$ cat src/rtl/ssi_pkg.sv
// Shared types for the serial encoder reader.
package ssi_pkg;
    typedef enum logic {
        ST_IDLE  = 1'b0,
        ST_BURST = 1'b1
    } ssi_state_e;
endpackage

$ cat src/rtl/ssi_phase_timer.sv
// Half-period timer: counts system cycles within each clock phase and emits
// a tick on the last cycle of a phase. The phase length is latched at the
// launch of a read, so divider changes in mid-read have no effect.
module ssi_phase_timer #(
    parameter int DIV_W = 8
) (
    input  logic             clk,
    input  logic             rst_n,
    input  logic             load_i,
    input  logic [DIV_W-1:0] half_div_i,
    input  logic             run_i,
    output logic             tick_o
);
    logic [DIV_W-1:0] lim_q;
    logic [DIV_W-1:0] cnt_q;

    assign tick_o = run_i && (cnt_q == lim_q - DIV_W'(1));

    // Latch the phase length; a zero setting is raised to one cycle.
    always_ff @(posedge clk) begin
        if (!rst_n)
            lim_q <= DIV_W'(1);
        else if (load_i)
            lim_q <= (half_div_i == '0) ? DIV_W'(1) : half_div_i;
    end

    // Count cycles inside the current phase, restarting at each tick.
    always_ff @(posedge clk) begin
        if (!rst_n)
            cnt_q <= '0;
        else if (load_i || !run_i || tick_o)
            cnt_q <= '0;
        else
            cnt_q <= cnt_q + DIV_W'(1);
    end

    assert_phase_in_range_R2: assert property (@(posedge clk) disable iff (!rst_n)
        run_i |-> (cnt_q < lim_q));
endmodule

$ cat src/rtl/ssi_ctrl.sv
// Read sequencer: launches a pulse train when a request is pending and the
// pause has run out, shapes the link clock from timer ticks, tracks bit and
// frame position, and reloads the pause counter after each read.
// Assumes tick_i comes from ssi_phase_timer loaded on launch_o.
module ssi_ctrl
    import ssi_pkg::*;
#(
    parameter int WORD_W  = 13,
    parameter int PAUSE_W = 12
) (
    input  logic               clk,
    input  logic               rst_n,
    input  logic               start_i,
    input  logic               dbl_i,
    input  logic [PAUSE_W-1:0] pause_i,
    input  logic               tick_i,
    output logic               launch_o,
    output logic               run_o,
    output logic               sclk_o,
    output logic               smp_o,
    output logic               trail_o,
    output logic               frame2_o,
    output logic               dbl_o,
    output logic               fin_o
);
    localparam int BIT_W = $clog2(WORD_W + 1);

    ssi_state_e         state_q;
    logic               sclk_q;
    logic [BIT_W-1:0]   bit_q;
    logic               frame2_q;
    logic               dbl_q;
    logic               pend_q;
    logic [PAUSE_W-1:0] pause_q;

    assign launch_o = (state_q == ST_IDLE) && (pend_q || start_i) && (pause_q == '0);
    assign run_o    = (state_q == ST_BURST);
    assign smp_o    = run_o && tick_i && sclk_q;
    assign trail_o  = (bit_q == BIT_W'(WORD_W));
    assign fin_o    = smp_o && trail_o && (frame2_q || !dbl_q);
    assign sclk_o   = sclk_q;
    assign frame2_o = frame2_q;
    assign dbl_o    = dbl_q;

    // Sequence the pulse train: state, clock level, bit and frame position.
    always_ff @(posedge clk) begin
        if (!rst_n) begin
            state_q  <= ST_IDLE;
            sclk_q   <= 1'b1;
            bit_q    <= '0;
            frame2_q <= 1'b0;
            dbl_q    <= 1'b0;
        end else if (launch_o) begin
            state_q  <= ST_BURST;
            sclk_q   <= 1'b0;
            bit_q    <= '0;
            frame2_q <= 1'b0;
            dbl_q    <= dbl_i;
        end else if (run_o && tick_i) begin
            if (!sclk_q) begin
                sclk_q <= 1'b1;
            end else if (fin_o) begin
                state_q <= ST_IDLE;
            end else begin
                sclk_q <= 1'b0;
                if (trail_o) begin
                    bit_q    <= '0;
                    frame2_q <= 1'b1;
                end else begin
                    bit_q <= bit_q + BIT_W'(1);
                end
            end
        end
    end

    // Hold a read request until it can be launched.
    always_ff @(posedge clk) begin
        if (!rst_n)
            pend_q <= 1'b0;
        else if (launch_o)
            pend_q <= 1'b0;
        else if (start_i)
            pend_q <= 1'b1;
    end

    // Load the pause after a read and count it down while idle.
    always_ff @(posedge clk) begin
        if (!rst_n)
            pause_q <= '0;
        else if (fin_o)
            pause_q <= pause_i;
        else if (state_q == ST_IDLE && pause_q != '0)
            pause_q <= pause_q - PAUSE_W'(1);
    end

    assert_idle_clock_high_R1: assert property (@(posedge clk) disable iff (!rst_n)
        (state_q == ST_IDLE) |-> sclk_q);

    assert_launch_after_pause_R7: assert property (@(posedge clk) disable iff (!rst_n)
        $rose(run_o) |-> ($past(pause_q) == '0));

    assert_bit_in_range_R3: assert property (@(posedge clk) disable iff (!rst_n)
        bit_q <= BIT_W'(WORD_W));
endmodule

$ cat src/rtl/ssi_capture.sv
// Data path: shifts in sampled bits MSB first, records the idle level at
// launch and the trailing level of each frame, keeps the first frame for
// the double-read compare, and registers the result with a strobe.
// Assumes sdata_i is synchronous to clk.
module ssi_capture #(
    parameter int WORD_W = 13
) (
    input  logic              clk,
    input  logic              rst_n,
    input  logic              sdata_i,
    input  logic              launch_i,
    input  logic              smp_i,
    input  logic              trail_i,
    input  logic              frame2_i,
    input  logic              dbl_i,
    input  logic              fin_i,
    output logic              valid_o,
    output logic [WORD_W-1:0] word_o,
    output logic              open_o,
    output logic              short_o,
    output logic              mismatch_o
);
    logic [WORD_W-1:0] sh_q;
    logic [WORD_W-1:0] first_q;
    logic              open_acc_q;
    logic              short_acc_q;
    logic              valid_q;
    logic [WORD_W-1:0] word_q;
    logic              open_q;
    logic              short_q;
    logic              mis_q;

    // Shift data bits in and keep the first frame for comparison.
    always_ff @(posedge clk) begin
        if (!rst_n) begin
            sh_q    <= '0;
            first_q <= '0;
        end else if (launch_i) begin
            sh_q <= '0;
        end else if (smp_i) begin
            if (!trail_i)
                sh_q <= {sh_q[WORD_W-2:0], sdata_i};
            else if (!frame2_i)
                first_q <= sh_q;
        end
    end

    // Accumulate the line-fault evidence over the read.
    always_ff @(posedge clk) begin
        if (!rst_n) begin
            open_acc_q  <= 1'b0;
            short_acc_q <= 1'b0;
        end else if (launch_i) begin
            open_acc_q  <= ~sdata_i;
            short_acc_q <= 1'b0;
        end else if (smp_i && trail_i) begin
            short_acc_q <= short_acc_q | sdata_i;
        end
    end

    // Publish the finished read with a one-cycle strobe.
    always_ff @(posedge clk) begin
        if (!rst_n) begin
            valid_q <= 1'b0;
            word_q  <= '0;
            open_q  <= 1'b0;
            short_q <= 1'b0;
            mis_q   <= 1'b0;
        end else begin
            valid_q <= fin_i;
            if (fin_i) begin
                word_q  <= sh_q;
                open_q  <= open_acc_q;
                short_q <= short_acc_q | sdata_i;
                mis_q   <= dbl_i && (sh_q != first_q);
            end
        end
    end

    assign valid_o    = valid_q;
    assign word_o     = word_q;
    assign open_o     = open_q;
    assign short_o    = short_q;
    assign mismatch_o = mis_q;

    assert_valid_single_R4: assert property (@(posedge clk) disable iff (!rst_n)
        valid_q |=> !valid_q);

    assert_word_holds_R3: assert property (@(posedge clk) disable iff (!rst_n)
        !valid_q |-> $stable(word_q));

    assert_mismatch_needs_double_R8: assert property (@(posedge clk) disable iff (!rst_n)
        (valid_q && mis_q) |-> $past(dbl_i));
endmodule

$ cat src/rtl/ssi_reader.sv
// Top level of the encoder reader: phase timer, sequencer and data path.
// Assumes sdata_i has been synchronized to clk by the line receiver stage
// and that half_div_i and dbl_i are valid in the launch cycle.
module ssi_reader #(
    parameter int WORD_W  = 13,
    parameter int DIV_W   = 8,
    parameter int PAUSE_W = 12
) (
    input  logic               clk,
    input  logic               rst_n,
    input  logic               start_i,
    input  logic               dbl_i,
    input  logic [DIV_W-1:0]   half_div_i,
    input  logic [PAUSE_W-1:0] pause_i,
    input  logic               sdata_i,
    output logic               sclk_o,
    output logic               busy_o,
    output logic               valid_o,
    output logic [WORD_W-1:0]  word_o,
    output logic               fault_open_o,
    output logic               fault_short_o,
    output logic               mismatch_o
);
    logic launch, run, tick, smp, trail, frame2, dbl_q, fin;

    ssi_phase_timer #(.DIV_W(DIV_W)) u_timer (
        .clk        (clk),
        .rst_n      (rst_n),
        .load_i     (launch),
        .half_div_i (half_div_i),
        .run_i      (run),
        .tick_o     (tick)
    );

    ssi_ctrl #(.WORD_W(WORD_W), .PAUSE_W(PAUSE_W)) u_ctrl (
        .clk      (clk),
        .rst_n    (rst_n),
        .start_i  (start_i),
        .dbl_i    (dbl_i),
        .pause_i  (pause_i),
        .tick_i   (tick),
        .launch_o (launch),
        .run_o    (run),
        .sclk_o   (sclk_o),
        .smp_o    (smp),
        .trail_o  (trail),
        .frame2_o (frame2),
        .dbl_o    (dbl_q),
        .fin_o    (fin)
    );

    ssi_capture #(.WORD_W(WORD_W)) u_capture (
        .clk        (clk),
        .rst_n      (rst_n),
        .sdata_i    (sdata_i),
        .launch_i   (launch),
        .smp_i      (smp),
        .trail_i    (trail),
        .frame2_i   (frame2),
        .dbl_i      (dbl_q),
        .fin_i      (fin),
        .valid_o    (valid_o),
        .word_o     (word_o),
        .open_o     (fault_open_o),
        .short_o    (fault_short_o),
        .mismatch_o (mismatch_o)
    );

    assign busy_o = run;

    assert_valid_at_busy_drop_R4: assert property (@(posedge clk) disable iff (!rst_n)
        $fell(busy_o) |-> valid_o);

    assert_clock_high_when_idle_R1: assert property (@(posedge clk) disable iff (!rst_n)
        !busy_o |-> sclk_o);
endmodule

$ cat config.mk
export PLATFORM = sky130hd
export DESIGN_NAME = ssi_reader
export DESIGN_NICKNAME = d
export VERILOG_FILES = /design/src/rtl/ssi_pkg.sv /design/src/rtl/ssi_phase_timer.sv /design/src/rtl/ssi_ctrl.sv /design/src/rtl/ssi_capture.sv /design/src/rtl/ssi_reader.sv
export SDC_FILE = /design/constraint.sdc
export NUM_CORES = 1
export LEC_CHECK = 0
export BUFFER_PORTS_ARGS = -buffer_cell sky130_fd_sc_hd__buf_2
export CAP_MARGIN = 30
export CORE_ASPECT_RATIO = 1.75
export CORE_UTILIZATION = 53
export DETAILED_ROUTE_END_ITERATION = 6
export PLACE_DENSITY = 0.81
export SKIP_CTS_REPAIR_TIMING = 1
export SLEW_MARGIN = 20
export SYNTH_ARGS = -nofsm -noshare
export SYNTH_HDL_FRONTEND = slang
export SYNTH_SLANG_ARGS = --single-unit
$ cat constraint.sdc
create_clock -name clk -period 2.5 [get_ports clk]
set_input_delay 0.125 -clock clk [delete_from_list [all_inputs] [get_ports clk]]
set_output_delay 0.125 -clock clk [all_outputs]
set_load 0.05 [all_outputs]
==> impl_metrics.xml, run 1 <==
<?xml version="1.0" encoding="UTF-8"?>
<metrics>
  <group name="drt">
    <metric name="num_vias" unit="">3378</metric>
    <metric name="detail-route-antenna-nets" unit="">0</metric>
    <metric name="avgViaCountPerCell" unit="">5.78</metric>
    <metric name="route.final.wire_length" unit="um">9320</metric>
    <metric name="top_signal_layer_used" unit="">met4</metric>
    <metric name="firstDrtPassIters" unit="">5</metric>
    <metric name="routed-wl-met2" unit="um">5120</metric>
    <metric name="met1_wl" unit="um">3590</metric>
    <metric name="wire_per_inst" unit="um">16.0</metric>
    <metric name="route.detailed.drc" unit="">0</metric>
    <metric name="wl_met3" unit="um">301</metric>
    <metric name="drtIter0Drc" unit="">238</metric>
  </group>
  <group name="run_status">
    <metric name="run_status" unit="">finished with violations</metric>
    <metric name="failed_checks" unit="">negative setup slack</metric>
  </group>
  <group name="timing">
    <metric name="report.final.slew_viol_count" unit="">0</metric>
    <metric name="setup_viol" unit="">3</metric>
    <metric name="fin_crit_sh" unit="%">100</metric>
    <metric name="period_needed" unit="ns">2.51</metric>
    <metric name="clock-skew-final" unit="ns">0.00931</metric>
    <metric name="postLayoutSetupSlackWorst" unit="ns">-0.00794</metric>
    <metric name="worstMarginPinSlew" unit="ns">0.624</metric>
    <metric name="report.final.hold_viol_count" unit="">0</metric>
    <metric name="grt_setup_unrepaired" unit="">yes</metric>
    <metric name="slew-limit-headroom" unit="%">58.2</metric>
    <metric name="max_clock_freq" unit="MHz">399</metric>
  </group>
  <group name="logic_synthesis">
    <metric name="synth-compound-area-share" unit="%">12.3</metric>
    <metric name="synth.avg_cell_area" unit="um2">8.92</metric>
    <metric name="synth-async-reset-ratio" unit="%">0</metric>
    <metric name="synth_cells" unit="">442</metric>
    <metric name="synth.area.mux_share" unit="%">9.65</metric>
    <metric name="postSynthRegisterBits" unit="">82</metric>
    <metric name="seq_area_frac_synth" unit="%">41.6</metric>
    <metric name="post_synth_and_or_nand_nor_area_fraction" unit="%">23.6</metric>
    <metric name="synth_cell_type_count" unit="">56</metric>
    <metric name="synthTopCellsByArea" unit="">dfxtp_1, mux2i_1, nand2_1, xor2_1, xnor2_1</metric>
    <metric name="yosys.area_share.adder" unit="%">0.952</metric>
    <metric name="yosysWarningCount" unit="">0</metric>
    <metric name="synth_top_family_by_area" unit="">simple AND/OR/NAND/NOR gates</metric>
    <metric name="fraction_of_synthesized_cell_area_taken_by_the_top_area_cell_type" unit="%">41.6</metric>
    <metric name="synth_area" unit="mm2">0.00394</metric>
    <metric name="synth_largest_area_cell" unit="">dfxtp_1</metric>
    <metric name="synth_top_flop_cell" unit="">dfxtp_1</metric>
    <metric name="synth_nets" unit="">470</metric>
    <metric name="number_of_synthesized_flops_with_an_enable_pin" unit="">0</metric>
    <metric name="synth_xor_xnor_area_share" unit="%">7.78</metric>
  </group>
  <group name="grt">
    <metric name="track_usage" unit="%">23.8</metric>
    <metric name="number_of_global_route_vias_before_repair" unit="">3103</metric>
    <metric name="grt_max_degree" unit="">38</metric>
    <metric name="wire_length_of_the_first_global_routing_pass" unit="um">13900</metric>
    <metric name="grt_antenna_before_repair" unit="">0</metric>
    <metric name="grt-ovfl-total" unit="">0</metric>
  </group>
  <group name="cells_and_area">
    <metric name="total_nets_final" unit="">521</metric>
    <metric name="num-fill-cells" unit="">562</metric>
    <metric name="insertedDiodeCount" unit="">0</metric>
    <metric name="drive_above_1_share" unit="%">21.5</metric>
    <metric name="seq_area" unit="mm2">0.00165</metric>
    <metric name="syn_to_final_growth" unit="%">21.4</metric>
    <metric name="multi_input_comb_area" unit="mm2">0.00220</metric>
    <metric name="final_design_area_no_fill" unit="mm2">0.00479</metric>
  </group>
  <group name="floorplanning">
    <metric name="initial_utilization" unit="%">54.9</metric>
    <metric name="num_io_pins" unit="">44</metric>
    <metric name="std_cell_rows" unit="">41</metric>
    <metric name="coreArea" unit="mm2">0.00718</metric>
    <metric name="die-area" unit="mm2">0.00780</metric>
    <metric name="floorplan.die.width" unit="um">67.2</metric>
    <metric name="chipHeight" unit="um">116</metric>
  </group>
  <group name="worst_setup_path">
    <metric name="crit_slowest_cell" unit="">dfxtp_2</metric>
    <metric name="cp.required" unit="ns">2.77</metric>
    <metric name="path_cells" unit="">inv_2, ha_4, o21ba_1, a221oi_2, a41oi_2, buf_4, nor4_4, clkbuf_16, nor3b_4, clkbuf_16, mux2i_1</metric>
    <metric name="reg2regPathDepth" unit="">11</metric>
    <metric name="timing.critical_path.depth" unit="">11</metric>
    <metric name="timing.critical_path.max_delay_family" unit="">buffers and inverters</metric>
    <metric name="worst_setup_path_end_kind" unit="">flop</metric>
    <metric name="crit_path_max_fanout" unit="">7</metric>
    <metric name="criticalPathCategory" unit="">flop to flop</metric>
    <metric name="timing.critical_path.arrival" unit="ns">2.78</metric>
    <metric name="critical_path.n_buffers_inverters" unit="">4</metric>
    <metric name="crit_path_max_incr_delay" unit="ns">0.33</metric>
    <metric name="critical_path.most_common_cell" unit="">clkbuf_16</metric>
    <metric name="crit_path_start_kind" unit="">flop</metric>
  </group>
  <group name="placed_design">
    <metric name="pre_cts_ws" unit="ns">-0.0171</metric>
    <metric name="dp_hpwl" unit="um">6090</metric>
    <metric name="place_congestion" unit="">0.855</metric>
    <metric name="placedInstanceArea" unit="mm2">0.00430</metric>
    <metric name="io_buffers" unit="">43</metric>
  </group>
  <group name="clocking">
    <metric name="cts_inserted_buffers" unit="">9</metric>
    <metric name="cts-root-buf" unit="">clkbuf_16</metric>
    <metric name="worst_skew_pair.late_latency" unit="ns">0.34</metric>
    <metric name="cts.path.max_buffers" unit="">2</metric>
    <metric name="cts.sinks" unit="">82</metric>
    <metric name="clock_tree.htree_level_count" unit="">3</metric>
    <metric name="clk_pin_slew" unit="ns">0.07</metric>
    <metric name="clock_tree_from_tritoncts" unit="">built</metric>
  </group>
  <group name="pwr">
    <metric name="seq_power_share" unit="%">34.5</metric>
    <metric name="ir_drop" unit="mV">0.657</metric>
    <metric name="leakage" unit="uW">0.00198</metric>
    <metric name="clock_power_share" unit="%">27.0</metric>
    <metric name="power_per_cell_area" unit="mW/mm2">980</metric>
    <metric name="power_report.internal_total" unit="uW">3040</metric>
    <metric name="share_comb_of_total_power" unit="%">38.5</metric>
    <metric name="power.switching_fraction" unit="%">35.1</metric>
    <metric name="switching_power" unit="uW">1650</metric>
  </group>
  <group name="flow_run">
    <metric name="maxCapViolations" unit="">0</metric>
  </group>
  <group name="hold_path">
    <metric name="whs_path_depth" unit="">2</metric>
    <metric name="hp-class" unit="">input port to flop</metric>
  </group>
</metrics>
## Yosys cell counts (4+ instances only)
| library cell | count |
|---|---|
| xor2_1 | 18 |
| a21boi_0 | 17 |
| dfxtp_1 | 82 |
| o211a_1 | 6 |
| nand3_1 | 21 |
| xnor2_1 | 17 |
| and2_1 | 5 |
| nand2_1 | 72 |
| buf_2 | 7 |
| nor3_1 | 10 |
| nor4_1 | 4 |
| nor2b_1 | 9 |
| a31oi_1 | 5 |
| a21oi_1 | 9 |
| nor2_1 | 37 |
| mux2i_1 | 38 |
| clkbuf_1 | 16 |
| inv_1 | 5 |
| o21ai_0 | 6 |
## cell usage in the layout, fill, tap and decap left out, types with 4 or more instances in the layout
cell       Yosys  layout
nand2_1       72      71
buf_12         0       4
buf_4          1      15
mux2i_1       38      37
nor2b_1        9       9
xor2_1        18      18
nor2_1        37      37
a31oi_1        5       5
nor3_1        10       8
xnor2_1       17      17
dfxtp_1       82      78
o21ai_0        6       6
a21oi_1        9       9
nor4_1         4       4
o211a_1        6       6
a21boi_0      17      17
dfxtp_2        0       4
buf_2          7      43
nand3_1       21      20
clkbuf_16      0      13
## worst paths after layout
| kind | from | end | slack (ns) |
|---|---|---|---|
| worst max-delay path | u_timer.lim_q[1] | u_capture.first_q[9] | -0.008 |
| worst min-delay path | pause_i[8] | u_ctrl.pause_q[8] | 0.03 |
| worst max register to register | u_timer.lim_q[1] | u_capture.first_q[9] | -0.008 |
| worst min register to register | u_capture.word_o[3] | u_capture.word_o[3] | 0.46 |
## sequential cells by signal (all words and copies together), names as in the netlist, 4 cells and up
name / cells
u_capture.first_q: 13
u_capture.sh_q: 13
u_capture.word_o: 13
u_ctrl.bit_q: 4
u_ctrl.pause_q: 12
u_timer.cnt_q: 8
u_timer.lim_q: 8
## kinds of logic after synthesis
family	count (synthesis)
AO/OA/AOI/OAI	65
XOR/XNOR	35
adder cells (fa/ha/maj)	3
AND/OR/NAND/NOR	186
flip-flops	82
buffers and inverters	33
multiplexers	38
## layout make-up
type,instances,area share (%)
multi-input cells,327,46.0
flip-flops and latches,82,34.4
repair buffers,67,10.8
clock buffers,10,4.99
well taps,86,2.25
clock inverters,6,1.02
inverters,6,0.470
## power groups by stage
stage               clock [uW]  sequential, uW  combinational (uW)
floorplan                    0            1620                1260
global placement             0            1630                1560
detailed placement           0            1630                1600
CTS                       1280            1610                1620
global route              1340            1640                1960
finish                    1270            1620                1810
## per-layer routing
metal | GRT usage [%] | up-vias
met3 | 4.88 | 24
met5 | 0 | -
met1 | 24.8 | 1650
met4 | 14.3 | 0
li1 | - | 1635
met2 | 42.3 | 69
## metrics by stage
stage	power, uW	instances	hold WS (ns)	TNS [ns]	util [%]
after floorplan	2880	442	0.262	0	-
after global placement	3190	558	0.372	0	59.8
after detailed placement	3240	558	0.373	-0.0171	59.8
after CTS	4510	574	0.0194	-0.203	63.9
after global routing	4940	584	0.0381	-1.73	66.7
final	4690	584	0.0274	-0.0188	66.7
(Power assumes the default switching activity.)
==> run 2: changes to the inputs <==
--- a/config.mk
+++ b/config.mk
@@ -8,7 +8,7 @@
 export BUFFER_PORTS_ARGS = -buffer_cell sky130_fd_sc_hd__buf_2
 export CAP_MARGIN = 30
 export CORE_ASPECT_RATIO = 1.75
-export CORE_UTILIZATION = 53
+export CORE_UTILIZATION = 55
 export DETAILED_ROUTE_END_ITERATION = 6
 export PLACE_DENSITY = 0.81
 export SKIP_CTS_REPAIR_TIMING = 1
==> constraint.sdc (replaced) <==
create_clock -name clk -period 2.39 [get_ports clk]
set_input_delay 0.1195 -clock clk [delete_from_list [all_inputs] [get_ports clk]]
set_output_delay 0.1195 -clock clk [all_outputs]
set_load 0.05 [all_outputs]
==> impl_metrics.xml, run 2 (synthesized netlist as in run 1, its figures left out) <==
<?xml version="1.0" encoding="UTF-8"?>
<metrics>
  <group name="floorplanning">
    <metric name="die-area" unit="mm2">0.00752</metric>
    <metric name="chipHeight" unit="um">114</metric>
    <metric name="floorplan.die.width" unit="um">66</metric>
    <metric name="std_cell_rows" unit="">40</metric>
    <metric name="num_io_pins" unit="">44</metric>
    <metric name="coreArea" unit="mm2">0.00691</metric>
    <metric name="initial_utilization" unit="%">57.1</metric>
  </group>
  <group name="worst_setup_path">
    <metric name="reg2regPathDepth" unit="">9</metric>
    <metric name="crit_path_start_kind" unit="">flop</metric>
    <metric name="worst_setup_path_end_kind" unit="">flop</metric>
    <metric name="crit_slowest_cell" unit="">nor4_4</metric>
    <metric name="cp.required" unit="ns">2.65</metric>
    <metric name="path_cells" unit="">buf_4, nor3_1, a31o_2, o2111ai_4, nor4_4, buf_6, nor3b_4, buf_12, mux2i_1</metric>
    <metric name="worstReg2RegStart" unit="">u_timer.lim_q[0]</metric>
    <metric name="worst_r2r_endpoint" unit="">u_capture.first_q[4]</metric>
    <metric name="regToRegSetupSlack" unit="ns">-0.05</metric>
    <metric name="critical_path.n_buffers_inverters" unit="">3</metric>
    <metric name="timing.critical_path.max_delay_family" unit="">simple AND/OR/NAND/NOR gates</metric>
    <metric name="timing.critical_path.depth" unit="">9</metric>
    <metric name="criticalPathCategory" unit="">flop to flop</metric>
    <metric name="crit_path_max_fanout" unit="">13</metric>
    <metric name="timing.critical_path.arrival" unit="ns">2.70</metric>
    <metric name="crit_path_max_incr_delay" unit="ns">0.34</metric>
  </group>
  <group name="cells_and_area">
    <metric name="drive_above_1_share" unit="%">22.8</metric>
    <metric name="multi_input_comb_area" unit="mm2">0.00224</metric>
    <metric name="most-common-layout-cells" unit="">dfxtp_1, nand2_1, buf_2, mux2i_1, nor2_1</metric>
    <metric name="final_design_area_no_fill" unit="mm2">0.00480</metric>
    <metric name="syn_to_final_growth" unit="%">21.7</metric>
    <metric name="insertedDiodeCount" unit="">0</metric>
    <metric name="layout.cells.most_common" unit="">dfxtp_1</metric>
    <metric name="fin_util" unit="%">69.5</metric>
    <metric name="num-fill-cells" unit="">518</metric>
    <metric name="total_nets_final" unit="">523</metric>
    <metric name="seq_area" unit="mm2">0.00165</metric>
  </group>
  <group name="grt">
    <metric name="grt-ovfl-total" unit="">0</metric>
    <metric name="number_of_global_route_vias_before_repair" unit="">3203</metric>
    <metric name="grt_antenna_before_repair" unit="">0</metric>
    <metric name="grt_max_degree" unit="">37</metric>
    <metric name="track_usage" unit="%">27.0</metric>
    <metric name="wire_length_of_the_first_global_routing_pass" unit="um">15100</metric>
  </group>
  <group name="timing">
    <metric name="report.final.hold_viol_count" unit="">0</metric>
    <metric name="finalSetupTns" unit="ns">-0.301</metric>
    <metric name="report.final.slew_viol_count" unit="">0</metric>
    <metric name="clock-skew-final" unit="ns">0.00554</metric>
    <metric name="worst_hold_slack" unit="ns">0.0263</metric>
    <metric name="period_needed" unit="ns">2.44</metric>
    <metric name="slew-limit-headroom" unit="%">58.6</metric>
    <metric name="setup_viol" unit="">15</metric>
    <metric name="worstMarginPinSlew" unit="ns">0.619</metric>
    <metric name="postLayoutSetupSlackWorst" unit="ns">-0.0495</metric>
    <metric name="grt_setup_unrepaired" unit="">yes</metric>
    <metric name="max_clock_freq" unit="MHz">410</metric>
    <metric name="fin_crit_sh" unit="%">102</metric>
  </group>
  <group name="clocking">
    <metric name="cts_inserted_buffers" unit="">9</metric>
    <metric name="cts.path.max_buffers" unit="">2</metric>
    <metric name="clock_tree_from_tritoncts" unit="">built</metric>
    <metric name="clk_pin_slew" unit="ns">0.06</metric>
    <metric name="cts.sinks" unit="">82</metric>
    <metric name="worst_skew_pair.late_latency" unit="ns">0.34</metric>
    <metric name="clock_tree.htree_level_count" unit="">3</metric>
    <metric name="cts-root-buf" unit="">clkbuf_16</metric>
  </group>
  <group name="drt">
    <metric name="num_vias" unit="">3362</metric>
    <metric name="route.final.wire_length" unit="um">9710</metric>
    <metric name="route.detailed.drc" unit="">0</metric>
    <metric name="drtIter0Drc" unit="">196</metric>
    <metric name="wire_per_inst" unit="um">16.7</metric>
    <metric name="detail-route-antenna-nets" unit="">0</metric>
    <metric name="firstDrtPassIters" unit="">4</metric>
    <metric name="avgViaCountPerCell" unit="">5.77</metric>
  </group>
  <group name="pwr">
    <metric name="power" unit="uW">5220</metric>
    <metric name="ir_drop" unit="mV">0.642</metric>
    <metric name="power_per_cell_area" unit="mW/mm2">1090</metric>
    <metric name="leakage" unit="uW">0.00198</metric>
  </group>
  <group name="run_status">
    <metric name="failed_checks" unit="">negative setup slack</metric>
    <metric name="run_status" unit="">finished with violations</metric>
  </group>
  <group name="hold_path">
    <metric name="whs_path_depth" unit="">2</metric>
    <metric name="worst_hold_path.endpoint" unit="">u_ctrl.pause_q[9]</metric>
    <metric name="hold_path_startpoint" unit="">pause_i[9]</metric>
    <metric name="hp-class" unit="">input port to flop</metric>
  </group>
  <group name="placed_design">
    <metric name="placedInstanceArea" unit="mm2">0.00438</metric>
    <metric name="dp_hpwl" unit="um">6510</metric>
    <metric name="io_buffers" unit="">43</metric>
    <metric name="place_congestion" unit="">0.824</metric>
  </group>
  <group name="flow_run">
    <metric name="maxCapViolations" unit="">0</metric>
  </group>
</metrics>
## run 2: per-layer routing
| metal | vias to the layer above | wire, um | GRT usage [%] |
|---|---|---|---|
| met2 | 79 | 5350 | 48.8 |
| met4 | 0 | 359 | 15.0 |
| li1 | 1641 | - | - |
| met3 | 27 | 312 | 6.20 |
| met5 | - | 0 | 0 |
| met1 | 1615 | 3680 | 27.6 |
## run 2: through the flow
step / instances / worst slack [ns]
5_1_grt: 583 / -0.147
4_1_cts: 580 / -0.172
6_report: 583 / -0.0495
3_3_place_gp: 565 / 0.0675
2_1_floorplan: 442 / -0.0281
3_5_place_dp: 565 / -0.0901
## run 2: final cells by class
type / instances / area share [%]
clock buffers: 10 / 4.98
flip-flops and latches: 82 / 34.4
inverters: 6 / 0.469
well taps: 84 / 2.19
multi-input cells: 328 / 46.7
clock inverters: 5 / 2.14
repair buffers: 68 / 9.15
## run 2: power by group
group          switching (uW)  total (uW)  internal (uW)
combinational            1020        1940            926
clock                     537        1580           1040
sequential                177        1700           1520
total                    1730        5220           3490
## run 2: worst max path at each step
stage | start | endpoint | slack [ns]
5_1_grt | u_timer.lim_q[0] | u_capture.first_q[4] | -0.15
6_report | u_timer.lim_q[0] | u_capture.first_q[4] | -0.05
2_1_floorplan | u_ctrl.pause_q[0] | u_capture.sh_q[12] | -0.03
4_1_cts | u_timer.lim_q[0] | u_capture.first_q[4] | -0.17
3_3_place_gp | u_timer.lim_q[0] | u_capture.mismatch_o | 0.07
3_5_place_dp | u_timer.lim_q[0] | u_capture.first_q[4] | -0.09
==> run 3: changes to the inputs <==
--- a/config.mk
+++ b/config.mk
@@ -7,7 +7,7 @@
 export LEC_CHECK = 0
 export BUFFER_PORTS_ARGS = -buffer_cell sky130_fd_sc_hd__buf_2
 export CAP_MARGIN = 30
-export CORE_ASPECT_RATIO = 1.75
+export CORE_ASPECT_RATIO = 1.25
 export CORE_UTILIZATION = 55
 export DETAILED_ROUTE_END_ITERATION = 6
 export PLACE_DENSITY = 0.81
==> impl_metrics.xml, run 3 (synthesized netlist as in run 1, its figures left out) <==
<?xml version="1.0" encoding="UTF-8"?>
<metrics>
  <group name="run_status">
    <metric name="failed_checks" unit="">negative setup slack</metric>
    <metric name="run_status" unit="">finished with violations</metric>
  </group>
  <group name="worst_setup_path">
    <metric name="crit_path_start_kind" unit="">flop</metric>
    <metric name="criticalPathCategory" unit="">flop to flop</metric>
    <metric name="timing.critical_path.arrival" unit="ns">2.70</metric>
    <metric name="cp.required" unit="ns">2.68</metric>
    <metric name="crit_path_max_fanout" unit="">7</metric>
    <metric name="worst_setup_path_end_kind" unit="">flop</metric>
  </group>
  <group name="clocking">
    <metric name="cts-root-buf" unit="">clkbuf_8</metric>
    <metric name="worst_skew_pair.late_latency" unit="ns">0.37</metric>
    <metric name="clock_tree.htree_level_count" unit="">3</metric>
    <metric name="cts.path.max_buffers" unit="">2</metric>
    <metric name="cts.sinks" unit="">82</metric>
    <metric name="cts_inserted_buffers" unit="">9</metric>
    <metric name="clk_pin_slew" unit="ns">0.09</metric>
    <metric name="clock_tree_from_tritoncts" unit="">built</metric>
  </group>
  <group name="timing">
    <metric name="fin_crit_sh" unit="%">101</metric>
    <metric name="worstMarginPinSlew" unit="ns">0.580</metric>
    <metric name="setup_viol" unit="">7</metric>
    <metric name="report.final.slew_viol_count" unit="">0</metric>
    <metric name="report.final.hold_viol_count" unit="">0</metric>
    <metric name="period_needed" unit="ns">2.41</metric>
    <metric name="slew-limit-headroom" unit="%">61.2</metric>
    <metric name="max_clock_freq" unit="MHz">415</metric>
    <metric name="postLayoutSetupSlackWorst" unit="ns">-0.0190</metric>
    <metric name="grt_setup_unrepaired" unit="">yes</metric>
    <metric name="clock-skew-final" unit="ns">0.0208</metric>
    <metric name="finalSetupTns" unit="ns">-0.0611</metric>
  </group>
  <group name="cells_and_area">
    <metric name="fin_util" unit="%">68.8</metric>
    <metric name="insertedDiodeCount" unit="">0</metric>
    <metric name="syn_to_final_growth" unit="%">21.0</metric>
    <metric name="total_nets_final" unit="">525</metric>
    <metric name="layout.cells.most_common" unit="">dfxtp_1</metric>
    <metric name="most-common-layout-cells" unit="">dfxtp_1, nand2_1, buf_2, mux2i_1, nor2_1</metric>
    <metric name="drive_above_1_share" unit="%">25.1</metric>
  </group>
  <group name="floorplanning">
    <metric name="std_cell_rows" unit="">34</metric>
    <metric name="initial_utilization" unit="%">56.9</metric>
    <metric name="chipHeight" unit="um">96.7</metric>
    <metric name="floorplan.die.width" unit="um">77.7</metric>
    <metric name="num_io_pins" unit="">44</metric>
    <metric name="die-area" unit="mm2">0.00751</metric>
    <metric name="coreArea" unit="mm2">0.00693</metric>
  </group>
  <group name="grt">
    <metric name="track_usage" unit="%">24.5</metric>
    <metric name="grt_max_degree" unit="">32</metric>
    <metric name="wire_length_of_the_first_global_routing_pass" unit="um">14700</metric>
    <metric name="number_of_global_route_vias_before_repair" unit="">3201</metric>
    <metric name="grt-ovfl-total" unit="">0</metric>
    <metric name="grt_antenna_before_repair" unit="">0</metric>
  </group>
  <group name="placed_design">
    <metric name="place_congestion" unit="">0.863</metric>
    <metric name="io_buffers" unit="">43</metric>
    <metric name="dp_hpwl" unit="um">5980</metric>
  </group>
  <group name="pwr">
    <metric name="power" unit="uW">4830</metric>
    <metric name="ir_drop" unit="mV">0.546</metric>
    <metric name="power_per_cell_area" unit="mW/mm2">1010</metric>
    <metric name="leakage" unit="uW">0.00194</metric>
  </group>
  <group name="drt">
    <metric name="firstDrtPassIters" unit="">5</metric>
    <metric name="num_vias" unit="">3382</metric>
    <metric name="drtIter0Drc" unit="">198</metric>
    <metric name="detail-route-antenna-nets" unit="">0</metric>
    <metric name="wire_per_inst" unit="um">15.3</metric>
    <metric name="route.detailed.drc" unit="">0</metric>
    <metric name="route.final.wire_length" unit="um">9070</metric>
    <metric name="avgViaCountPerCell" unit="">5.71</metric>
  </group>
  <group name="flow_run">
    <metric name="maxCapViolations" unit="">0</metric>
  </group>
  <group name="hold_path">
    <metric name="hp-class" unit="">input port to flop</metric>
  </group>
</metrics>
## run 3: per-stage QoR
stage	hold slack, ns	setup slack (ns)	std cells	area (um2)
2_1_floorplan	0.257	-0.0281	442	4020
3_3_place_gp	0.362	0.0327	568	4370
6_report	0.00437	-0.0190	592	4770
3_5_place_dp	0.371	-0.0329	568	4370
5_1_grt	0.000521	-0.0785	592	4770
4_1_cts	-0.0121	-0.0541	584	4600
## run 3: cell type report
class,instances,area (um2)
clock inverters,7,108
clock buffers,9,124
repair buffers,69,468
flip-flops and latches,82,1650
inverters,6,22.5
well taps,90,113
multi-input cells,329,2280
fillers,512,2160
## run 3: final timing paths
path,startpoint,end,slack [ns],cells after the start
max reg2reg,u_timer.lim_q[3],u_capture.first_q[12],-0.02,8
min reg2reg,u_capture.word_o[0],u_capture.word_o[0],0.46,2
max,u_timer.lim_q[3],u_capture.first_q[12],-0.02,8
min,pause_i[8],u_ctrl.pause_q[8],0.004,2
## run 3: per-layer routing
| layer | vias up | share of wire, % | track usage, % |
|---|---|---|---|
| met5 | - | 0 | 0 |
| met4 | 0 | 1.9 | 9.72 |
| met3 | 18 | 4.7 | 5.00 |
| met2 | 101 | 49 | 39.8 |
| met1 | 1608 | 44 | 31.5 |
| li1 | 1655 | - | - |
## run 3: critical path, cell delays in order (launching register included)
cell and delay, ns:
dfxtp_4 0.38, nor4_4 0.35, a31o_2 0.26, o2111ai_4 0.16
nor4_4 0.27, buf_4 0.18, nor3b_4 0.34, clkbuf_16 0.23
mux2i_1 0.17
## run 3: power by group
group	internal (uW)	switching [uW]	leakage, uW
logic	956	1020	0.00116
registers	1520	169	0.000666
clock network	610	551	0.000114
